### config.mk
export PLATFORM = sky130hd
export DESIGN_NAME = wo1c_err_status
export DESIGN_NICKNAME = d
export VERILOG_FILES = /design/src/rtl/wo1c_err_pkg.sv /design/src/rtl/wo1c_rise_det.sv /design/src/rtl/wo1c_sts_bit.sv /design/src/rtl/wo1c_irq_reg.sv /design/src/rtl/wo1c_err_status.sv
export SDC_FILE = /design/constraint.sdc
export NUM_CORES = 1
export LEC_CHECK = 0
export ABC_AREA = 1
export CAP_MARGIN = 20
export CORE_MARGIN = 2
export CORE_UTILIZATION = 28
export DETAILED_ROUTE_END_ITERATION = 6
export GPL_TIMING_DRIVEN = 0
export HOLD_SLACK_MARGIN = 0.12
export PLACE_DENSITY = 0.81
export SYNTH_ARGS = -nofsm -noshare
export SYNTH_HDL_FRONTEND = slang
export SYNTH_SLANG_ARGS = --single-unit
### constraint.sdc
create_clock -name clk_i -period 1.17 [get_ports clk_i]
set_clock_uncertainty 0.05 [all_clocks]
set_input_delay 0.234 -clock clk_i [delete_from_list [all_inputs] [get_ports clk_i]]
set_output_delay 0.234 -clock clk_i [all_outputs]
set_load 0.01 [all_outputs]
### src/rtl/wo1c_err_pkg.sv
package wo1c_err_pkg;
  localparam int unsigned STS_W     = 16;
  localparam int unsigned ACMD_W    = 5;
  localparam int unsigned ACMD_BIT  = 8;
  localparam logic [STS_W-1:0] IMPL_MASK = 16'h13FF;
  localparam logic [STS_W-1:0] EVT_MASK  = IMPL_MASK & ~(STS_W'(1) << ACMD_BIT);
endpackage

### src/rtl/wo1c_rise_det.sv
module wo1c_rise_det #(
  parameter int unsigned W = 5
) (
  input  logic         clk_i,
  input  logic         rst_ni,
  input  logic [W-1:0] vec_i,
  output logic         any_rise_o
);
  logic [W-1:0] vec_q;

  always_ff @(posedge clk_i or negedge rst_ni) begin
    if (!rst_ni) vec_q <= '0;
    else         vec_q <= vec_i;
  end

  assign any_rise_o = |(vec_i & ~vec_q);

  p_rise_tracks_r6: assert property (@(posedge clk_i) disable iff (!rst_ni)
    any_rise_o |=> (vec_q != '0));
endmodule

### src/rtl/wo1c_sts_bit.sv
module wo1c_sts_bit (
  input  logic clk_i,
  input  logic rst_ni,
  input  logic set_i,
  input  logic en_i,
  input  logic clr_i,
  output logic q_o
);
  logic set_g;
  assign set_g = set_i & en_i;

  // set dominates clear
  always_ff @(posedge clk_i or negedge rst_ni) begin
    if (!rst_ni)     q_o <= 1'b0;
    else if (set_g)  q_o <= 1'b1;
    else if (clr_i)  q_o <= 1'b0;
  end

  p_set_gated_r3: assert property (@(posedge clk_i) disable iff (!rst_ni)
    (!q_o && !(set_i && en_i)) |=> !q_o);
  p_clear_r4: assert property (@(posedge clk_i) disable iff (!rst_ni)
    (clr_i && !(set_i && en_i)) |=> !q_o);
  p_set_wins_r5: assert property (@(posedge clk_i) disable iff (!rst_ni)
    (set_i && en_i && clr_i) |=> q_o);
  p_hold_r8: assert property (@(posedge clk_i) disable iff (!rst_ni)
    (q_o && !clr_i) |=> q_o);
endmodule

### src/rtl/wo1c_irq_reg.sv
module wo1c_irq_reg #(
  parameter int unsigned W = 16
) (
  input  logic         clk_i,
  input  logic         rst_ni,
  input  logic [W-1:0] sts_i,
  input  logic [W-1:0] sig_en_i,
  output logic         irq_o
);
  always_ff @(posedge clk_i or negedge rst_ni) begin
    if (!rst_ni) irq_o <= 1'b0;
    else         irq_o <= |(sts_i & sig_en_i);
  end

  p_irq_needs_bit_r7: assert property (@(posedge clk_i) disable iff (!rst_ni)
    (sts_i == '0) |=> !irq_o);
endmodule

### src/rtl/wo1c_err_status.sv
module wo1c_err_status
  import wo1c_err_pkg::*;
(
  input  logic              clk_i,
  input  logic              rst_ni,
  input  logic [STS_W-1:0]  evt_i,
  input  logic [ACMD_W-1:0] acmd_err_i,
  input  logic [STS_W-1:0]  sts_en_i,
  input  logic [STS_W-1:0]  sig_en_i,
  input  logic              wr_en_i,
  input  logic [STS_W-1:0]  wr_data_i,
  output logic [STS_W-1:0]  sts_o,
  output logic              irq_o
);
  logic             acmd_rise;
  logic [STS_W-1:0] set_vec;
  logic [STS_W-1:0] clr_vec;
  logic             unused_in;

  wo1c_rise_det #(.W(ACMD_W)) u_rise (
    .clk_i      (clk_i),
    .rst_ni     (rst_ni),
    .vec_i      (acmd_err_i),
    .any_rise_o (acmd_rise)
  );

  assign set_vec   = (evt_i & EVT_MASK) | (STS_W'(acmd_rise) << ACMD_BIT);
  assign clr_vec   = wr_en_i ? wr_data_i : '0;
  assign unused_in = ^{evt_i & ~EVT_MASK, clr_vec & ~IMPL_MASK,
                       sts_en_i & ~IMPL_MASK, set_vec & ~IMPL_MASK};

  for (genvar i = 0; i < STS_W; i++) begin : g_bit
    if (IMPL_MASK[i]) begin : g_impl
      wo1c_sts_bit u_bit (
        .clk_i  (clk_i),
        .rst_ni (rst_ni),
        .set_i  (set_vec[i]),
        .en_i   (sts_en_i[i]),
        .clr_i  (clr_vec[i]),
        .q_o    (sts_o[i])
      );
    end else begin : g_rsvd
      assign sts_o[i] = 1'b0;
    end
  end

  wo1c_irq_reg #(.W(STS_W)) u_irq (
    .clk_i    (clk_i),
    .rst_ni   (rst_ni),
    .sts_i    (sts_o),
    .sig_en_i (sig_en_i),
    .irq_o    (irq_o)
  );

  p_unimpl_zero_r2: assert property (@(posedge clk_i) disable iff (!rst_ni)
    (sts_o & ~IMPL_MASK) == '0);
  p_acmd_sets_r6: assert property (@(posedge clk_i) disable iff (!rst_ni)
    (acmd_rise && sts_en_i[ACMD_BIT]) |=> sts_o[ACMD_BIT]);
  p_irq_rise_r7: assert property (@(posedge clk_i) disable iff (!rst_ni)
    $rose(irq_o) |-> ($past(sts_o) != '0));
endmodule

==> results.md, run 1 <==
- Top area cells in the synthesized netlist: dfrtp_1, buf_4, nand2_1
- Final WL: about 2300 microns
- Post-synth top area cell: dfrtp_1
- Die extent in y: between 50 and 60 microns
- CP Max Fanout: 2
- Clk root buf: clkbuf_4
- Startpoint type of the worst setup path: flop
- Seq pwr share: 45.7%
- Crit path time final: ~1.1 ns
- Total CTS buffers: 3
- Synth Warn #: 0
- Final setup violation count: 0
- Switching share of power: 24.7%
- Crit. Startpoint: g_bit[7].g_impl.u_bit.q_o
- Crit path DAT: around 0.82 ns
- Synth top cells by count: nand2_1, dfrtp_1, buf_4, a22o_1, inv_1
- CTS tree: done
- Final instance area: between 1500 and 2000 sq um
- Post-Synth XOR/XNOR Area: 0%
- P per Cell Area: roughly 970 nW/um^2
- R2R Setup Slk: around 0.15 ns
- Clk_lat worst skew: about 0.28 ns
- Status: completed
- CP Capture Type: output port
- Pint: 1.11 mW
- H-tree levels: 1
- Final Net Count: 230
- # hold bufs at CTS: 0
- Max_slew headroom: between 50% and 60%
- Core area: around 2800 sq um
- Yosys cell types: 13
- First-pass DRT Iterations: 4
- Mux share of post-synthesis cell area: 0%
- Total GRT Usage: between 10% and 20%
- Max stage delay on crit path: 0.41 ns
- N_diodes: 0
- Synthesized area per cell: between 9 and 10 sq um
- Post-Synth Simple-Gate Area: around 16%
- Initial antenna violation count: 0
- Layout area overhead: 86.7%
- Reg2reg start: g_bit[6].g_impl.u_bit.q_o
- Main combinational cell family by area after synthesis: buffers and inverters
- DR iter-0 viols: 18
- Worst hold path type: in -> async
- Final cycle utilization of the critical path: roughly 94%
- RePlAce Congestion: ~0.62
- Clk pin slew, worst setup/hold paths: 0.09 ns
- #FFs+latches synth: 17
- WP data required: just under 0.9 ns
- Vias per inst: between 4 and 5
- Placed Area: approximately 1500 sq um
- Final-report hold violation count: 0
- Net Sw Power: 365 uW
- Met1 Wirelength: about 860 microns
- Die area: 3370 sq um
- DRC viols: 0
- Combinational Power Share: 33.6%
- Area share of the largest cell type after synthesis: between 50% and 60%
- Post-route ant nets: 0
- Compound-cell area share of the yosys netlist: roughly 13%
- Global route overflow: 0
- Post-synth top flop: dfrtp_1
- Share of cells above drive strength 1: 20.4%
- Met3 routed wirelength: between 150 and 200 microns
- Post-Synth Adder-Cell Area: 0%
- Sink Count: 17
- Worst R2R Path Depth: 5
- Peak supply drop: roughly 0.00085 V
- Power consumption: between 1 and 1.5 mW
- Worst reg2reg path endpoint: u_irq.irq_o
- DIE WIDTH: about 58 microns
- CP Cell Sequence: buf_6
- Share of flip-flops with an asynchronous set or reset: 100%
- Port buffer count: 62
- Worst Tran Pin Value: 0.744 ns
- Pin count of the biggest net entering global routing: 18
- Global-route wire length before repair: about 3900 microns
- Row count: 19
- Effective utilization at floorplan: between 20 and 30%
- Max layer used: met3
- Post-DP HPWL: approximately 1900 microns
- FILL cells: between 200 and 300
- Clk network pwr share: between 20% and 30%
- Post-Syn Instances: 87
- WL met2: about 1300 microns
- EDFF count, synth: 0
- Unrepaired setup endpoints after global routing: no
- WP buf/inv: 1
- WL/cell: 12.3 microns
- Fmax: a little over 0.9 GHz
- Crit path max-delay family: flip-flops
- Max_cap viols: 0
- Lkg Pwr: between 0.7 and 0.8 nW
- Via count of the routed design: about 800
- IO Pins: 89
- Worst-case clock buffer depth: 2
- Cell with the most instances after synthesis: nand2_1
- Final-report max-slew violation count: 0
- Number of global-route vias before repair: 903
- Sequential area share after synthesis: between 50% and 60%
- WS Path Type: reg -> out
- Crit-path slowest cell: dfrtp_1
- Synthesized area: around 800 sq um
[power groups by stage]
stage	combinational [mW]	clock, mW	sequential, mW
final	0.496	0.306	0.675
after detailed placement	0.479	0	0.691
after CTS	0.511	0.323	0.675
after global routing	0.542	0.351	0.684
after floorplan	0.189	0	0.681
after global placement	0.469	0	0.687
[per-stage QoR]
step                setup TNS [ns]  hold slack [ns]  util, %  setup WS [ns]  cells
finish                           0            0.332     55.4         0.0667    188
global route                     0            0.363     55.4         0.0166    188
global placement             -3.90            0.446     54.1         -0.126    184
CTS                        -0.0334            0.351     55.8        -0.0334    189
floorplan                        0           -0.112        -          0.353     91
detailed placement           -4.28            0.454     54.1         -0.150    184
[sequential cells by signal, summed over array words and instances (netlist names)]
| signal | count |
|---|---|
| g_bit.g_impl.u_bit.q_o | 11 |
| u_rise.vec_q | 5 |
| u_irq.irq_o | 1 |
[routing by layer]
metal	GRT usage, %	vias to the layer above
li1	-	401
met1	16.3	366
met2	29.2	41
met3	4.24	0
met4	2.33	0
met5	0	-
[cell usage in the layout (no fill, tap or decap)]
master,netlist,final
conb_1,1,5
buf_2,0,1
a21oi_1,1,1
nor2_1,1,1
dfrtp_1,17,17
o21bai_1,1,1
a22o_1,10,10
clkdlybuf4s50_1,0,50
clkbuf_4,0,3
nand3_1,1,1
o21ai_0,1,1
nand2_1,29,29
inv_1,6,6
nand4_1,2,2
buf_6,1,12
clkbuf_1,0,1
buf_4,16,16
[cells by family after synthesis]
kind of cell           after synthesis
buffers and inverters               23
AOI/OAI and AO/OA                   13
other                                1
DFF                                 17
and+or+nand+nor                     33
[worst max path at each step]
stage / to / slack (ns) / cells past startpoint
after CTS: sts_o[0] / -0.03 / 2
after detailed placement: g_bit[6].g_impl.u_bit.q_o / -0.15 / 4
after global placement: g_bit[3].g_impl.u_bit.q_o / -0.13 / 4
after floorplan: u_irq.irq_o / 0.35 / 4
after global routing: sts_o[4] / 0.02 / 1
final: sts_o[7] / 0.07 / 1
[cell type report]
| cell class | instances | area [sq um] | area share [%] |
|---|---|---|---|
| plain buffers | 6 | 48.8 | 3.19 |
| clock buffers | 4 | 26.3 | 1.72 |
| inverters | 6 | 22.5 | 1.47 |
| multi-input cells | 51 | 254 | 16.6 |
| flip-flops and latches | 17 | 425 | 27.8 |
| well taps | 31 | 38.8 | 2.54 |
| repair buffers | 73 | 712 | 46.6 |
[worst reg2reg max path: stages (launching register included)]
cell	delay, ns
dfrtp_1	0.41
buf_4	0.15
nand2_1	0.06
nand4_1	0.09
nor2_1	0.11
nand2_1	0.05
[timing repair]
item / CTS / global route
buffers inserted: 11 / 0
gates resized for setup: 60 / 0
endpoints found under the hold margin: 0 / 0
endpoints found under the setup margin: 12 / 1
Power figures use the tool's default switching activity.
==> run 2: changes to the inputs <==
--- a/config.mk
+++ b/config.mk
@@ -6,8 +6,7 @@
 export NUM_CORES = 1
 export LEC_CHECK = 0
 export ABC_AREA = 1
-export CAP_MARGIN = 20
-export CORE_MARGIN = 2
+export CORE_MARGIN = 3
 export CORE_UTILIZATION = 28
 export DETAILED_ROUTE_END_ITERATION = 6
 export GPL_TIMING_DRIVEN = 0
==> run 2 against run 1 <==
Effect of this change: first-iteration DRC count decreased by 56%; critical path type unchanged; utilization increased by 2.3 points; critical path depth unchanged; highest routed layer is now met4; maximum frequency decreased by 1.8%; via count decreased by 0.50%.
==> results.md, run 2 (synthesis results as in run 1) <==
- Status: completed (unchanged)
- Row count: 18 (was 19)
- Max_slew headroom: 48.7% (was 50.2%)
- Crit path time final: 1.12 ns (was 1.10 ns)
- Port buffer count: 62 (unchanged)
- Crit path DAT: 0.84 ns (was 0.82 ns)
- Largest register FFs: 11 (unchanged)
- Final-report hold violation count: 0 (unchanged)
- Finished Core Util: 57.7% (was 55.4%)
- Share of cells above drive strength 1: 20.5% (was 20.4%)
- Most frequent cells in the layout: clkdlybuf4s50_1, nand2_1, dfrtp_1 (unchanged)
- Layout area overhead: 85.8% (was 86.7%)
- Pin count of the biggest net entering global routing: 18 (unchanged)
- Core area: 2640 sq um (was 2760 sq um)
- Final WL: 2480 microns (was 2310 microns)
- Dpl cells: 183 (was 184)
- WP buf/inv: 1 (unchanged)
- H-tree levels: 1 (unchanged)
- Leading cell type in the layout, fill and taps excluded: clkdlybuf4s50_1 (unchanged)
- CP Max Fanout: 3 (was 2)
- Final-report max-slew violation count: 0 (unchanged)
- Worst R2R Path Depth: 5 (unchanged)
- Final instance area: 1520 sq um (was 1530 sq um)
- Lkg Pwr: 0.729 nW (was 0.731 nW)
- CTS tree: done (unchanged)
- Die area: 3610 sq um (was 3370 sq um)
- P per Cell Area: 973 nW/um^2 (was 967 nW/um^2)
- Number of global-route vias before repair: 864 (was 903)
- Crit path max-delay family: flip-flops (unchanged)
- DRC viols: 0 (unchanged)
- Global-route wire length before repair: 3670 microns (was 3930 microns)
- Setup TNS: 0 ns (unchanged)
- Most flops, register: g_bit.g_impl.u_bit.q_o (unchanged)
- WS Path Type: reg -> out (unchanged)
- CP Cell Sequence: buf_6 (unchanged)
- DIE WIDTH: 60.1 microns (was 58.1 microns)
- Sink Count: 17 (unchanged)
- Clk root buf: clkbuf_4 (unchanged)
- Post-DP HPWL: 2030 microns (was 1870 microns)
- Placed Area: 1490 sq um (about the same)
- Crit-path slowest cell: dfrtp_1 (unchanged)
- Total GRT Usage: 14.1% (was 15.1%)
- Via count of the routed design: 804 (was 808)
- Final cycle utilization of the critical path: 96.0% (was 94.3%)
- Global route overflow: 0 (unchanged)
- Power consumption: 1.48 mW (about the same)
- Effective utilization at floorplan: 31.1% (was 29.7%)
- WP data required: 0.89 ns (about the same)
- Clk_lat worst skew: 0.29 ns (was 0.28 ns)
- CP Capture Type: output port (unchanged)
- Reg2reg start: g_bit[8].g_impl.u_bit.q_o (was g_bit[6].g_impl.u_bit.q_o)
- Max stage delay on crit path: 0.42 ns (was 0.41 ns)
- Top flop regs: g_bit.g_impl.u_bit.q_o (11), u_rise.vec_q (5), u_irq.irq_o (1) (unchanged)
- Final Net Count: 229 (was 230)
- Worst-case clock buffer depth: 2 (unchanged)
- Peak supply drop: 0.000798 V (was 0.000850 V)
- Total CTS buffers: 3 (unchanged)
- Unrepaired setup endpoints after global routing: no (unchanged)
- Max_cap viols: 0 (unchanged)
- Worst hold path type: in -> async (unchanged)
- Startpoint type of the worst setup path: flop (unchanged)
- R2R Setup Slk: 0.13 ns (was 0.15 ns)
- Worst reg2reg path endpoint: u_irq.irq_o (unchanged)
- Die extent in y: 60.1 microns (was 58.1 microns)
- Final non-filler cell total: 186 (was 188)
- Final setup violation count: 0 (unchanged)
- DR iter-0 viols: 8 (was 18)
- Initial antenna violation count: 0 (unchanged)
- Fmax: 0.890 GHz (was 0.906 GHz)
- IO Pins: 89 (unchanged)
- Vias per inst: 4.32 (was 4.30)
- WL/cell: 13.3 microns (was 12.3 microns)
- Post-route ant nets: 0 (unchanged)
- Clk pin slew, worst setup/hold paths: 0.10 ns (was 0.09 ns)
- N_diodes: 0 (unchanged)
- Worst Tran Pin Value: 0.767 ns (was 0.744 ns)
- FILL cells: 245 (was 259)
- First-pass DRT Iterations: 4 (unchanged)
- RePlAce Congestion: 0.648 (was 0.625)
-- run 2: cell count changes in the layout (fill, tap and decap cells not counted), sizes merged --
| cell | before | now |
|---|---|---|
| buf | 29 | 28 |
| clkbuf | 4 | 3 |
| clkinv | 0 | 1 |
-- run 2: timing repair --
item,CTS,global route
resized for setup,61,0
endpoints found under the setup margin,12,1
hold buffers,0,0
buffers inserted,10,0
-- run 2: worst max-delay path by stage --
| stage | from | endpoint | slack (ns) | cells after the start |
|---|---|---|---|---|
| 2_1_floorplan | g_bit[0].g_impl.u_bit.q_o | u_irq.irq_o | 0.35 | 4 |
| 3_3_place_gp | wr_en_i | g_bit[2].g_impl.u_bit.q_o | -0.12 | 4 |
| 3_5_place_dp | wr_en_i | g_bit[7].g_impl.u_bit.q_o | -0.17 | 4 |
| 4_1_cts | g_bit[12].g_impl.u_bit.q_o | sts_o[12] | -0.05 | 2 |
| 5_1_grt | g_bit[6].g_impl.u_bit.q_o | sts_o[6] | 0.004 | 1 |
| 6_report | g_bit[6].g_impl.u_bit.q_o | sts_o[6] | 0.05 | 1 |
-- run 2: through the flow --
| step | hold slack [ns] | setup WS [ns] |
|---|---|---|
| 6_report | 0.332 | 0.0467 |
| 5_1_grt | 0.328 | 0.00356 |
| 4_1_cts | 0.337 | -0.0498 |
| 3_5_place_dp | 0.448 | -0.167 |
| 3_3_place_gp | 0.453 | -0.120 |
| 2_1_floorplan | -0.112 | 0.353 |
-- run 2: per-layer routing --
metal	global-route usage (%)	wire length (microns)	vias up
li1	-	-	401
met1	12.0	820	367
met2	28.9	1440	32
met3	4.75	181	4
met4	5.38	32	0
met5	0	0	-
-- run 2: report_power, final --
part	switching (mW)	internal, mW	total (mW)
Clock	0.186	0.127	0.313
Sequential	0.0361	0.640	0.677
Combinational	0.155	0.335	0.490
-- run 2: layout make-up --
class / instances / area [sq um] / area share, %
multi-input cells: 51 / 254 / 16.7
flip-flops and latches: 17 / 425 / 28.0
clock buffers: 3 / 22.5 / 1.48
repair buffers: 72 / 704 / 46.3
well taps: 30 / 37.5 / 2.47
plain buffers: 6 / 48.8 / 3.21
clock inverters: 1 / 5.00 / 0.329
inverters: 6 / 22.5 / 1.48
==> run 3: changes to the inputs <==
--- a/config.mk
+++ b/config.mk
@@ -6,12 +6,15 @@
 export NUM_CORES = 1
 export LEC_CHECK = 0
 export ABC_AREA = 1
+export CELL_PAD_IN_SITES_DETAIL_PLACEMENT = 0
+export CELL_PAD_IN_SITES_GLOBAL_PLACEMENT = 1
 export CORE_MARGIN = 3
-export CORE_UTILIZATION = 28
+export CORE_UTILIZATION = 18
 export DETAILED_ROUTE_END_ITERATION = 6
+export GPL_ROUTABILITY_DRIVEN = 0
 export GPL_TIMING_DRIVEN = 0
 export HOLD_SLACK_MARGIN = 0.12
-export PLACE_DENSITY = 0.81
+export PLACE_DENSITY_LB_ADDON = 0.1
 export SYNTH_ARGS = -nofsm -noshare
 export SYNTH_HDL_FRONTEND = slang
 export SYNTH_SLANG_ARGS = --single-unit
==> run 3 against run 2 <==
Effect of this change: via count up 0.75%; worst setup slack worse by 0.023 ns; worst hold slack worse by 0.32 ns; critical endpoint is now sts_o[9]; highest routed layer unchanged.
==> results.md, run 3 (synthesis results as in run 1) <==
- Status: completed (unchanged)
- Sink Count: 17 (unchanged)
- Core area: 4200 sq um (was 2640 sq um)
- Final setup violation count: 0 (unchanged)
- WL/cell: 12.1 microns (was 13.3 microns)
- Total GRT Usage: 9.93% (was 14.1%)
- Cell repeated most along the worst path: buf_6
- Crit-path slowest cell: dfrtp_1 (unchanged)
- Die extent in y: 73.4 microns (was 60.1 microns)
- Via count of the routed design: 810 (was 804)
- CP Max Fanout: 2 (was 3)
- Fmax: 0.873 GHz (was 0.890 GHz)
- N_diodes: 0 (unchanged)
- Layout area overhead: 94.5% (was 85.8%)
- Max_slew headroom: 46.6% (was 48.7%)
- Most frequent cells in the layout: clkdlybuf4s50_1, nand2_1, buf_4, dfrtp_1, buf_6 (was clkdlybuf4s50_1, nand2_1, dfrtp_1)
- Final non-filler cell total: 209 (was 186)
- Pin count of the biggest net entering global routing: 18 (unchanged)
- WP buf/inv: 2 (was 1)
- IO Pins: 89 (unchanged)
- Clk root buf: clkbuf_8 (was clkbuf_4)
- DR iter-0 viols: 27 (was 8)
- Top flop regs: g_bit.g_impl.u_bit.q_o (11), u_rise.vec_q (5), u_irq.irq_o (1) (unchanged)
- Number of global-route vias before repair: 870 (was 864)
- Max_cap viols: 0 (unchanged)
- Most flops, register: g_bit.g_impl.u_bit.q_o (unchanged)
- Finished Core Util: 37.9% (was 57.7%)
- Lkg Pwr: 0.760 nW (was 0.729 nW)
- Vias per inst: 3.88 (was 4.32)
- Global-route wire length before repair: 4080 microns (was 3670 microns)
- Effective utilization at floorplan: 19.5% (was 31.1%)
- Global route overflow: 0 (unchanged)
- Total CTS buffers: 3 (unchanged)
- Final Net Count: 232 (was 229)
- Placed Area: 1520 sq um (was 1490 sq um)
- Port buffer count: 62 (unchanged)
- Row count: 23 (was 18)
- First-pass DRT Iterations: 2 (was 4)
- Final cycle utilization of the critical path: 97.9% (was 96.0%)
- Post-DP HPWL: 1930 microns (was 2030 microns)
- Final hold slack: 0.0115 ns (was 0.332 ns)
- H-tree levels: 1 (unchanged)
- Final instance area: 1590 sq um (was 1520 sq um)
- DRC viols: 0 (unchanged)
- P per Cell Area: 1020 nW/um^2 (was 973 nW/um^2)
- Crit path DAT: 0.86 ns (was 0.84 ns)
- # hold bufs at CTS: 0 (unchanged)
- Power consumption: 1.62 mW (was 1.48 mW)
- Max stage delay on crit path: 0.39 ns (was 0.42 ns)
- WS Path Type: reg -> out (unchanged)
- Startpoint type of the worst setup path: flop (unchanged)
- Worst hold path type: in -> async (unchanged)
- Leading cell type in the layout, fill and taps excluded: clkdlybuf4s50_1 (unchanged)
- Clk pin slew, worst setup/hold paths: 0.06 ns (was 0.10 ns)
- CTS tree: done (unchanged)
- Peak supply drop: 0.000635 V (was 0.000798 V)
- Unrepaired setup endpoints after global routing: yes (was no)
- Largest register FFs: 11 (unchanged)
- Final WL: 2530 microns (was 2480 microns)
- WP data required: 0.89 ns (about the same)
- Final-report max-slew violation count: 0 (unchanged)
- Crit path max-delay family: flip-flops (unchanged)
- DIE WIDTH: 73.4 microns (was 60.1 microns)
- CP Capture Type: output port (unchanged)
- Clk_lat worst skew: 0.25 ns (was 0.29 ns)
- Final-report hold violation count: 0 (unchanged)
- Initial antenna violation count: 0 (unchanged)
- Post-route ant nets: 0 (unchanged)
- Worst-case clock buffer depth: 2 (unchanged)
- Worst Tran Pin Value: 0.800 ns (was 0.767 ns)
- CP Cell Sequence: buf_6 -> buf_6 (was buf_6)
- Dpl cells: 203 (was 183)
- Crit path time final: 1.15 ns (was 1.12 ns)
- Die area: 5390 sq um (was 3610 sq um)
- Share of cells above drive strength 1: 21.4% (was 20.5%)
run 3: layout make-up:
| type | instances | area (sq um) |
|---|---|---|
| fill | 427 | 2610 |
| timing repair buffer | 74 | 722 |
| tap | 50 | 62.6 |
| buffer | 7 | 60.1 |
| inverter | 6 | 22.5 |
| sequential | 17 | 425 |
| multi-input combinational | 51 | 254 |
| clock buffer | 4 | 45.0 |
run 3: worst register-to-register path, cell delays in order (launching register included):
cell     delay, ns
dfrtp_1       0.39
buf_4         0.13
buf_4         0.12
nand2_1       0.06
nand4_1       0.10
nor2_1        0.09
nand2_1       0.05
run 3: stage by stage:
stage               setup WS (ns)  TNS [ns]
floorplan                   0.353         0
global placement           -0.188     -5.54
detailed placement         -0.186     -5.61
CTS                       0.00187         0
global route              -0.0274   -0.0274
finish                     0.0242         0
run 3: worst paths after layout:
path                                            start                          to  slack [ns]  cells after the start
min in group clk_i                      acmd_err_i[4]             u_rise.vec_q[4]        0.41                      1
max reg2reg                 g_bit[9].g_impl.u_bit.q_o                 u_irq.irq_o        0.08                      6
min reg2reg                g_bit[12].g_impl.u_bit.q_o  g_bit[12].g_impl.u_bit.q_o        0.51                      1
min                                            rst_ni   g_bit[4].g_impl.u_bit.q_o        0.01                      1
max                         g_bit[9].g_impl.u_bit.q_o                    sts_o[9]        0.02                      2
max in group asynchronous                      rst_ni   g_bit[8].g_impl.u_bit.q_o        0.56                      1
run 3: repair_timing:
item	CTS	global route
endpoints found under the hold margin	0	17
buffers inserted	11	1
gates resized for setup	57	3
endpoints found under the setup margin	12	25
run 3: power by group:
| group | leakage [nW] | total [mW] | switching, mW | internal, mW |
|---|---|---|---|---|
| Combinational | 0.547 | 0.507 | 0.157 | 0.350 |
| Clock | 0.0228 | 0.429 | 0.188 | 0.241 |
| Sequential | 0.191 | 0.679 | 0.0379 | 0.642 |
| Total | 0.760 | 1.62 | 0.383 | 1.23 |
run 3: metal layers:
layer | vias to the layer above | track usage (%) | routed length (microns)
met2 | 43 | 16.4 | 1190
met5 | - | 0 | 0
li1 | 404 | - | -
met3 | 2 | 3.97 | 251
met1 | 361 | 12.4 | 1070
met4 | 0 | 1.81 | 12
